<file path="config.mk">
export PLATFORM = sky130hd
export DESIGN_NAME = bytestore_lane_gen
export DESIGN_NICKNAME = d
export VERILOG_FILES = /design/src/rtl/bsl_pkg.sv /design/src/rtl/bsl_addr_align.sv /design/src/rtl/bsl_span_mask.sv /design/src/rtl/bsl_lane_steer.sv /design/src/rtl/bytestore_lane_gen.sv
export SDC_FILE = /design/constraint.sdc
export NUM_CORES = 1
export LEC_CHECK = 0
export ABC_AREA = 1
export BUFFER_PORTS_ARGS = -buffer_cell sky130_fd_sc_hd__clkbuf_2
export CORE_ASPECT_RATIO = 0.75
export CORE_UTILIZATION = 41
export CTS_BUF_LIST = sky130_fd_sc_hd__clkbuf_4
export DETAILED_ROUTE_END_ITERATION = 12
export PLACE_DENSITY = 0.78
export SYNTH_ARGS = -nofsm -noshare
export SYNTH_HDL_FRONTEND = slang
export SYNTH_SLANG_ARGS = --single-unit
</file>
<file path="constraint.sdc">
create_clock -name clk -period 0.8 [get_ports clk]
set_input_delay 0.16 -clock clk [delete_from_list [all_inputs] [get_ports clk]]
set_output_delay 0.16 -clock clk [all_outputs]
set_load 0.02 [all_outputs]
</file>
<file path="src/rtl/bsl_pkg.sv">
package bsl_pkg;
   typedef enum logic {
      SPAN_HEAD = 1'b0,
      SPAN_TAIL = 1'b1
   } span_mode_e;
endpackage

</file>
<file path="src/rtl/bsl_addr_align.sv">
module bsl_addr_align #(
   parameter int ADDR_W = 32,
   parameter int OFS_W  = 2
) (
   input  logic [ADDR_W-1:0] addr_in,
   output logic [ADDR_W-1:0] addr_word,
   output logic [OFS_W-1:0]  byte_ofs
);
   always_comb begin
      byte_ofs  = addr_in[OFS_W-1:0];
      addr_word = {addr_in[ADDR_W-1:OFS_W], {OFS_W{1'b0}}};
   end
endmodule

</file>
<file path="src/rtl/bsl_span_mask.sv">
module bsl_span_mask
   import bsl_pkg::*;
#(
   parameter int NB    = 4,
   parameter int OFS_W = 2
) (
   input  logic [OFS_W-1:0] byte_ofs,
   input  span_mode_e       mode,
   output logic [NB-1:0]    lane_en,
   output logic             probe_only
);
   // lane i (0 = most significant byte) maps to enable bit NB-1-i
   for (genvar i = 0; i < NB; i++) begin : g_lane
      localparam logic [OFS_W-1:0] LANE_IDX = OFS_W'(i);
      logic after_ofs;
      always_comb begin
         after_ofs = (LANE_IDX >= byte_ofs);
         lane_en[NB-1-i] = (mode == SPAN_HEAD) ? after_ofs : !after_ofs;
      end
   end

   always_comb begin
      probe_only = (mode == SPAN_TAIL) && (byte_ofs == '0);
   end
endmodule

</file>
<file path="src/rtl/bsl_lane_steer.sv">
module bsl_lane_steer #(
   parameter int NB        = 4,
   parameter bit ZERO_IDLE = 1'b1
) (
   input  logic [NB*8-1:0] data_in,
   input  logic [NB-1:0]   lane_en,
   output logic [NB*8-1:0] data_out
);
   // both spans keep bytes at their own bit positions; only idle lanes differ
   for (genvar j = 0; j < NB; j++) begin : g_byte
      if (ZERO_IDLE) begin : g_zero
         always_comb data_out[j*8 +: 8] = lane_en[j] ? data_in[j*8 +: 8] : 8'h00;
      end else begin : g_pass
         always_comb data_out[j*8 +: 8] = data_in[j*8 +: 8];
      end
   end
endmodule

</file>
<file path="src/rtl/bytestore_lane_gen.sv">
module bytestore_lane_gen
   import bsl_pkg::*;
#(
   parameter int ADDR_W    = 32,
   parameter int DATA_W    = 32,
   parameter bit ZERO_IDLE = 1'b1
) (
   input  logic                clk,
   input  logic                rst_n,
   input  logic                req_valid,
   input  logic [ADDR_W-1:0]   req_addr,
   input  logic [DATA_W-1:0]   req_data,
   input  logic                req_tail,
   output logic                wr_valid,
   output logic [ADDR_W-1:0]   wr_addr,
   output logic [DATA_W/8-1:0] wr_be,
   output logic [DATA_W-1:0]   wr_data,
   output logic                wr_probe
);
   localparam int NB    = DATA_W / 8;
   localparam int OFS_W = (NB > 1) ? $clog2(NB) : 1;

   if (DATA_W % 8 != 0 || NB < 2 || (NB & (NB - 1)) != 0) begin : g_bad_width
      $error("DATA_W must be a power-of-two number of bytes, at least two");
   end
   if (ADDR_W <= OFS_W) begin : g_bad_addr
      $error("ADDR_W too small for the byte offset");
   end

   logic [ADDR_W-1:0] addr_word;
   logic [OFS_W-1:0]  byte_ofs;
   logic [NB-1:0]     lane_en;
   logic              probe_only;
   logic [DATA_W-1:0] data_lanes;
   span_mode_e        mode;

   assign mode = span_mode_e'(req_tail);

   bsl_addr_align #(.ADDR_W(ADDR_W), .OFS_W(OFS_W)) u_align (
      .addr_in   (req_addr),
      .addr_word (addr_word),
      .byte_ofs  (byte_ofs)
   );

   bsl_span_mask #(.NB(NB), .OFS_W(OFS_W)) u_mask (
      .byte_ofs   (byte_ofs),
      .mode       (mode),
      .lane_en    (lane_en),
      .probe_only (probe_only)
   );

   bsl_lane_steer #(.NB(NB), .ZERO_IDLE(ZERO_IDLE)) u_steer (
      .data_in  (req_data),
      .lane_en  (lane_en),
      .data_out (data_lanes)
   );

   always_ff @(posedge clk) begin
      if (!rst_n) begin
         wr_valid <= 1'b0;
         wr_addr  <= '0;
         wr_be    <= '0;
         wr_data  <= '0;
         wr_probe <= 1'b0;
      end else begin
         wr_valid <= req_valid;
         if (req_valid) begin
            wr_addr  <= addr_word;
            wr_be    <= lane_en;
            wr_data  <= data_lanes;
            wr_probe <= probe_only;
         end else begin
            wr_be    <= '0;
            wr_probe <= 1'b0;
         end
      end
   end
endmodule

</file>
### Word level (Yosys, flattened, before mapping)

Index checks and enable logic that the tools add are counted.

| operators by class | value |
|---|---|
| magnitude comparators | 4 |
| muxes and demuxes | 8 |
| reduce and logical (&&, ||, !) cells | 7 |

Operators with widths:

| kind | number |
|---|---|
| $mux W8 | 4 |
| $ge A1 B2 Y1 const A | 2 |
| $ge A2 B2 Y1 const A | 2 |
| $logic_not A1 Y1 | 4 |
| $mux W1 | 4 |
| $logic_not A2 Y1 | 1 |
| $reduce_and A2 Y1 | 1 |
| $logic_and A1 B1 Y1 | 1 |

| storage, ports and cells | value |
|---|---|
| logic and storage cells | 24 |
| output and inout bits | 70 |
| register bits | 68 |
| input port bits | 68 |

### Depth between registers and ports, before layout

| logic depth | value |
|---|---|
| depth after elaboration | 4 |
| depth in mapped cells | 7 |
| mapped depth without buffers | 6 |

### By module

Synthesis repeated with hierarchy kept, for this count alone.

| second synthesis, totals | value |
|---|---|
| cells, all modules | 537 |
| area total of the unflattened synthesis | 3,354.5 sq um |

By module, submodules not included:

| module | sequential area each (sq um) | area an instance (sq um) | cells an instance | instances |
|---|---|---|---|---|
| bytestore_lane_gen | 1,401.3 | 2,783.9 | 423 | 1 |
| bsl_lane_steer | 0.0 | 260.2 | 68 | 1 |
| bsl_addr_align | 0.0 | 259.0 | 35 | 1 |
| bsl_span_mask | 0.0 | 51.3 | 11 | 1 |

### Least setup slack after synthesis

Ideal clock, no wire load.

| timing path | value |
|---|---|
| kind | input to register |
| start point | input req_addr[1] |
| end point | register wr_data[24] |
| path buffers | 0 |
| path slack | 0.000 ns |
| data required time | 0.688 ns |
| stages | 6 |
| arrival | 0.688 ns |
| cells stage by stage | nor2_1 ha_1 nand2_1 inv_2 nand2_1 nand2_1 |

| between the ends | value |
|---|---|
| word-level cells in the longest chain between the ends | 4 |

Ends and longest elaborated chain:

| item | RTL line | text |
|---|---|---|
| start, declared | bytestore_lane_gen.sv:11 | `input logic [ADDR_W-1:0] req_addr,` |
| $ge A1 B2 Y1 (*) | bsl_span_mask.sv:17 | `after_ofs = (LANE_IDX >= byte_ofs);` |
| $logic_not A1 Y1 | bsl_span_mask.sv:18 | `lane_en[NB-1-i] = (mode == SPAN_HEAD) ? after_ofs : !after_ofs;` |
| $mux W1 (*) | bsl_span_mask.sv:18 |  |
| via lane_en[3] | bytestore_lane_gen.sv:32 | `logic [NB-1:0] lane_en;` |
| $mux W8 (*) | bsl_lane_steer.sv:12 | `always_comb data_out[j*8 +: 8] = lane_en[j] ? data_in[j*8 +: 8] : 8'h00;` |
| end signal, assigned | bytestore_lane_gen.sv:70 | `wr_data <= data_lanes;` |
| end, declared | bytestore_lane_gen.sv:17 | `output logic [DATA_W-1:0] wr_data,` |

Mark *: on every way through the listed nets, which the timed path passes. The rest lies on a longest branch.
A chain may end at the register's enable or synchronous reset.

### Worst setup path after layout

| timing path | value |
|---|---|
| start point | register wr_data[26] |
| end point | output wr_data[26] |

No word-level cell between the ends.

==> reports/results.txt <==
Status: finished, violations left
Failing checks: setup timing
Sw frac: 0.278
Clock Latency Late Sink: 0.39 ns
Hold slack: 0.173 ns
Post-synth ARST share: 0
Reg2reg setup slack: 0.03 ns
Worst path bufs/invs: 1
Worst IR Drop VDD: 1.10 mV
Post-Route WL: 9710 um
Critical path capture point: wr_data[26]
Clock tree buffer depth: 2
Int Pwr: 0.00560 W
Cts bufs inserted: 9
Root Buffer: clkbuf_4
Cell taking the most area after synthesis: dfxtp_1
Slew Viols, Final: 0
Stages on the worst setup path: 1
DRT Pass-1 Iters: 4
Grt total ovfl: 0
Min cycle time layout: 1.05 ns
Final Core Density: 0.864
Ratio of cells with drive above 1 in the final layout: 0.482
Crit start category: flip-flop
Crit path kind: flip-flop to primary output
Synthesized netlist cell count: 297
Most instantiated cells after synthesis: nand2_1 (97), dfxtp_1 (68), nand3_1 (62), a21oi_1 (16), o21ai_0 (16)
PnR worst setup slack: -0.253 ns
Sequential fraction of the synthesis area: 0.559
Worst Setup SP: wr_data[26]$_SDFFE_PN0P_
Initial antenna violation count: 0
Placed cell areas: 0.00321 mm^2
WP data arrival: 0.89 ns
CTS tree: built
Global-route usage over all layers: 0.303
CP cell instances: buf_8
FF-to-FF path depth: 3
Worst path slowest cell: dfxtp_2
Final HPWL DP: 4550 um
Tcrit/Tclk final: 1.32
CP Max Fanout: 2
Gate power share: 0.227
DR vias/cell: 5.08
Final Non-Filler Cells: 583
H-tree depth: 3
Final Hold Viols: 0
Crit-path leading delay family: flip-flops
CP required: 0.64 ns
Flop pwr share: 0.489
IO Pins: 138
Clock power frac: 0.284
First-pass GRT wire length: 14200 um
Place WS: -0.193 ns
Ys flop type: dfxtp_1
Yosys warning count: 0
Synth Area per Inst: 8.20 um^2
RSZ-0062 raised after global routing: yes
Post-synthesis cell area: 0.00243 mm^2
Routed Antenna Nets: 0
Max incr delay on CP: 0.37 ns
Initial drt markers: 127
Maxcap violations: 0
FMAX: 950 MHz
Standard-cell rows: 23
Placed cells: 500
Post-synth EDFFs: 0
FF+latch count, synth: 68
Antenna Cells: 0
Vias: 2962
Min-delay worst type: primary input to flip-flop
Leading cell type by number of instances after synthesis: nand2_1
Die X: 91.0 um
Endpoints failing setup: 68
Full die area: 0.00625 mm^2
Clk slew on worst S/H paths: 0.11 ns
Nets: 572
Core area: 0.00553 mm^2
Synth unique cells: 19
Critical path capture point type: primary output
Placer congestion estimate: 0.816
Reg2reg start: wr_data[20]$_SDFFE_PN0P_
Setup Skew: 0 ns
# port buffers: 135
Leak: 2.34 nW
Die Y: 68.7 um
Starting Density: 0.441
Largest net degree at the start of global routing: 42
PD cells: 1630 mW/mm^2
Final Instance Area: 0.00477 mm^2
Synth top area share: 0.559
Top area cells in the synthesized netlist: dfxtp_1 (56%), nand2_1 (15%), nand3_1 (13%)
RR Endpoint: wr_data[20]$_SDFFE_PN0P_
DRC Markers: 0
Area Overhead vs Synth: 96.0%
Sink Count: 68
Drt wl/cell: 16.6 um
Net switching power: 0.00216 W
Vias in the first global route: 2921
cell usage in the layout, fill, tap and decap left out, types with 4 or more instances in the layout:
cell type      instances
a21oi_1               16
buf_12                 4
buf_4                 13
buf_8                 68
clkbuf_2              67
clkbuf_4              11
dfxtp_2               68
dlygate4sd3_1         62
nand2_1               97
nand3_1               62
nor2_1                 4
o21ai_0               15
layer usage:
layer  share of wire  track usage  wire length [um]
met5               0            0                 0
met4           0.042        0.135               405
met3           0.069        0.103               665
met2            0.54        0.608              5280
met1            0.35        0.289              3360
flip-flops by register name, summed over array words and instances, names as in the netlist:
register  count
wr_data      32
wr_addr      30
wr_valid      1
wr_be         4
wr_probe      1
power by group through the flow:
stage | Combinational (W) | Sequential (W) | Clock, W
after floorplan | 0.000376 | 0.00397 | 0
after global placement | 0.00106 | 0.00374 | 0
after detailed placement | 0.00108 | 0.00375 | 0
after CTS | 0.00159 | 0.00374 | 0.00225
after global routing | 0.00186 | 0.00381 | 0.00239
final | 0.00176 | 0.00380 | 0.00220
repair_timing:
action,in CTS,in global routing
hold endpoints to repair,62,0
gates resized for setup,196,72
cloned,0,0
buffers inserted,0,5
endpoints found under the setup margin,68,69
hold buffers,62,0
layout make-up:
| cell class | instances | area, um^2 |
|---|---|---|
| tap | 75 | 93.8 |
| timing repair buffer | 214 | 2150 |
| clock buffer | 11 | 82.6 |
| clock inverter | 5 | 52.6 |
| sequential | 68 | 1450 |
| multi-input combinational | 203 | 913 |
| fill | 291 | 753 |
| inverter | 7 | 28.8 |
worst min-delay path by stage:
| stage | from | end | slack [ns] | cells past startpoint |
|---|---|---|---|---|
| 3_5_place_dp | req_data[31] | wr_data[31]$_SDFFE_PN0P_ | 0.35 | 3 |
| 2_1_floorplan | req_addr[10] | wr_addr[10]$_SDFFE_PN0P_ | 0.26 | 2 |
| 6_report | req_tail | wr_probe$_SDFF_PN0_ | 0.17 | 4 |
| 5_1_grt | req_tail | wr_be[0]$_SDFF_PN0_ | 0.16 | 4 |
| 3_3_place_gp | req_addr[25] | wr_addr[25]$_SDFFE_PN0P_ | 0.35 | 3 |
| 4_1_cts | req_tail | wr_be[0]$_SDFF_PN0_ | 0.13 | 4 |
per-stage QoR:
step | setup TNS [ns] | power [W]
2_1_floorplan | 0 | 0.00435
3_3_place_gp | -4.11 | 0.00480
3_5_place_dp | -4.59 | 0.00482
4_1_cts | -18.54 | 0.00757
5_1_grt | -19.76 | 0.00807
6_report | -15.77 | 0.00776
logic make-up after synthesis:
| group | share of synthesized area |
|---|---|
| adders and majority gates | 0.00514 |
| AOI/OAI and AO/OA | 0.0658 |
| buffers and inverters | 0.0689 |
| DFF | 0.559 |
| and+or+nand+nor | 0.300 |
| other | 0.00154 |
Note: power is estimated with default switching activity, not from simulation.
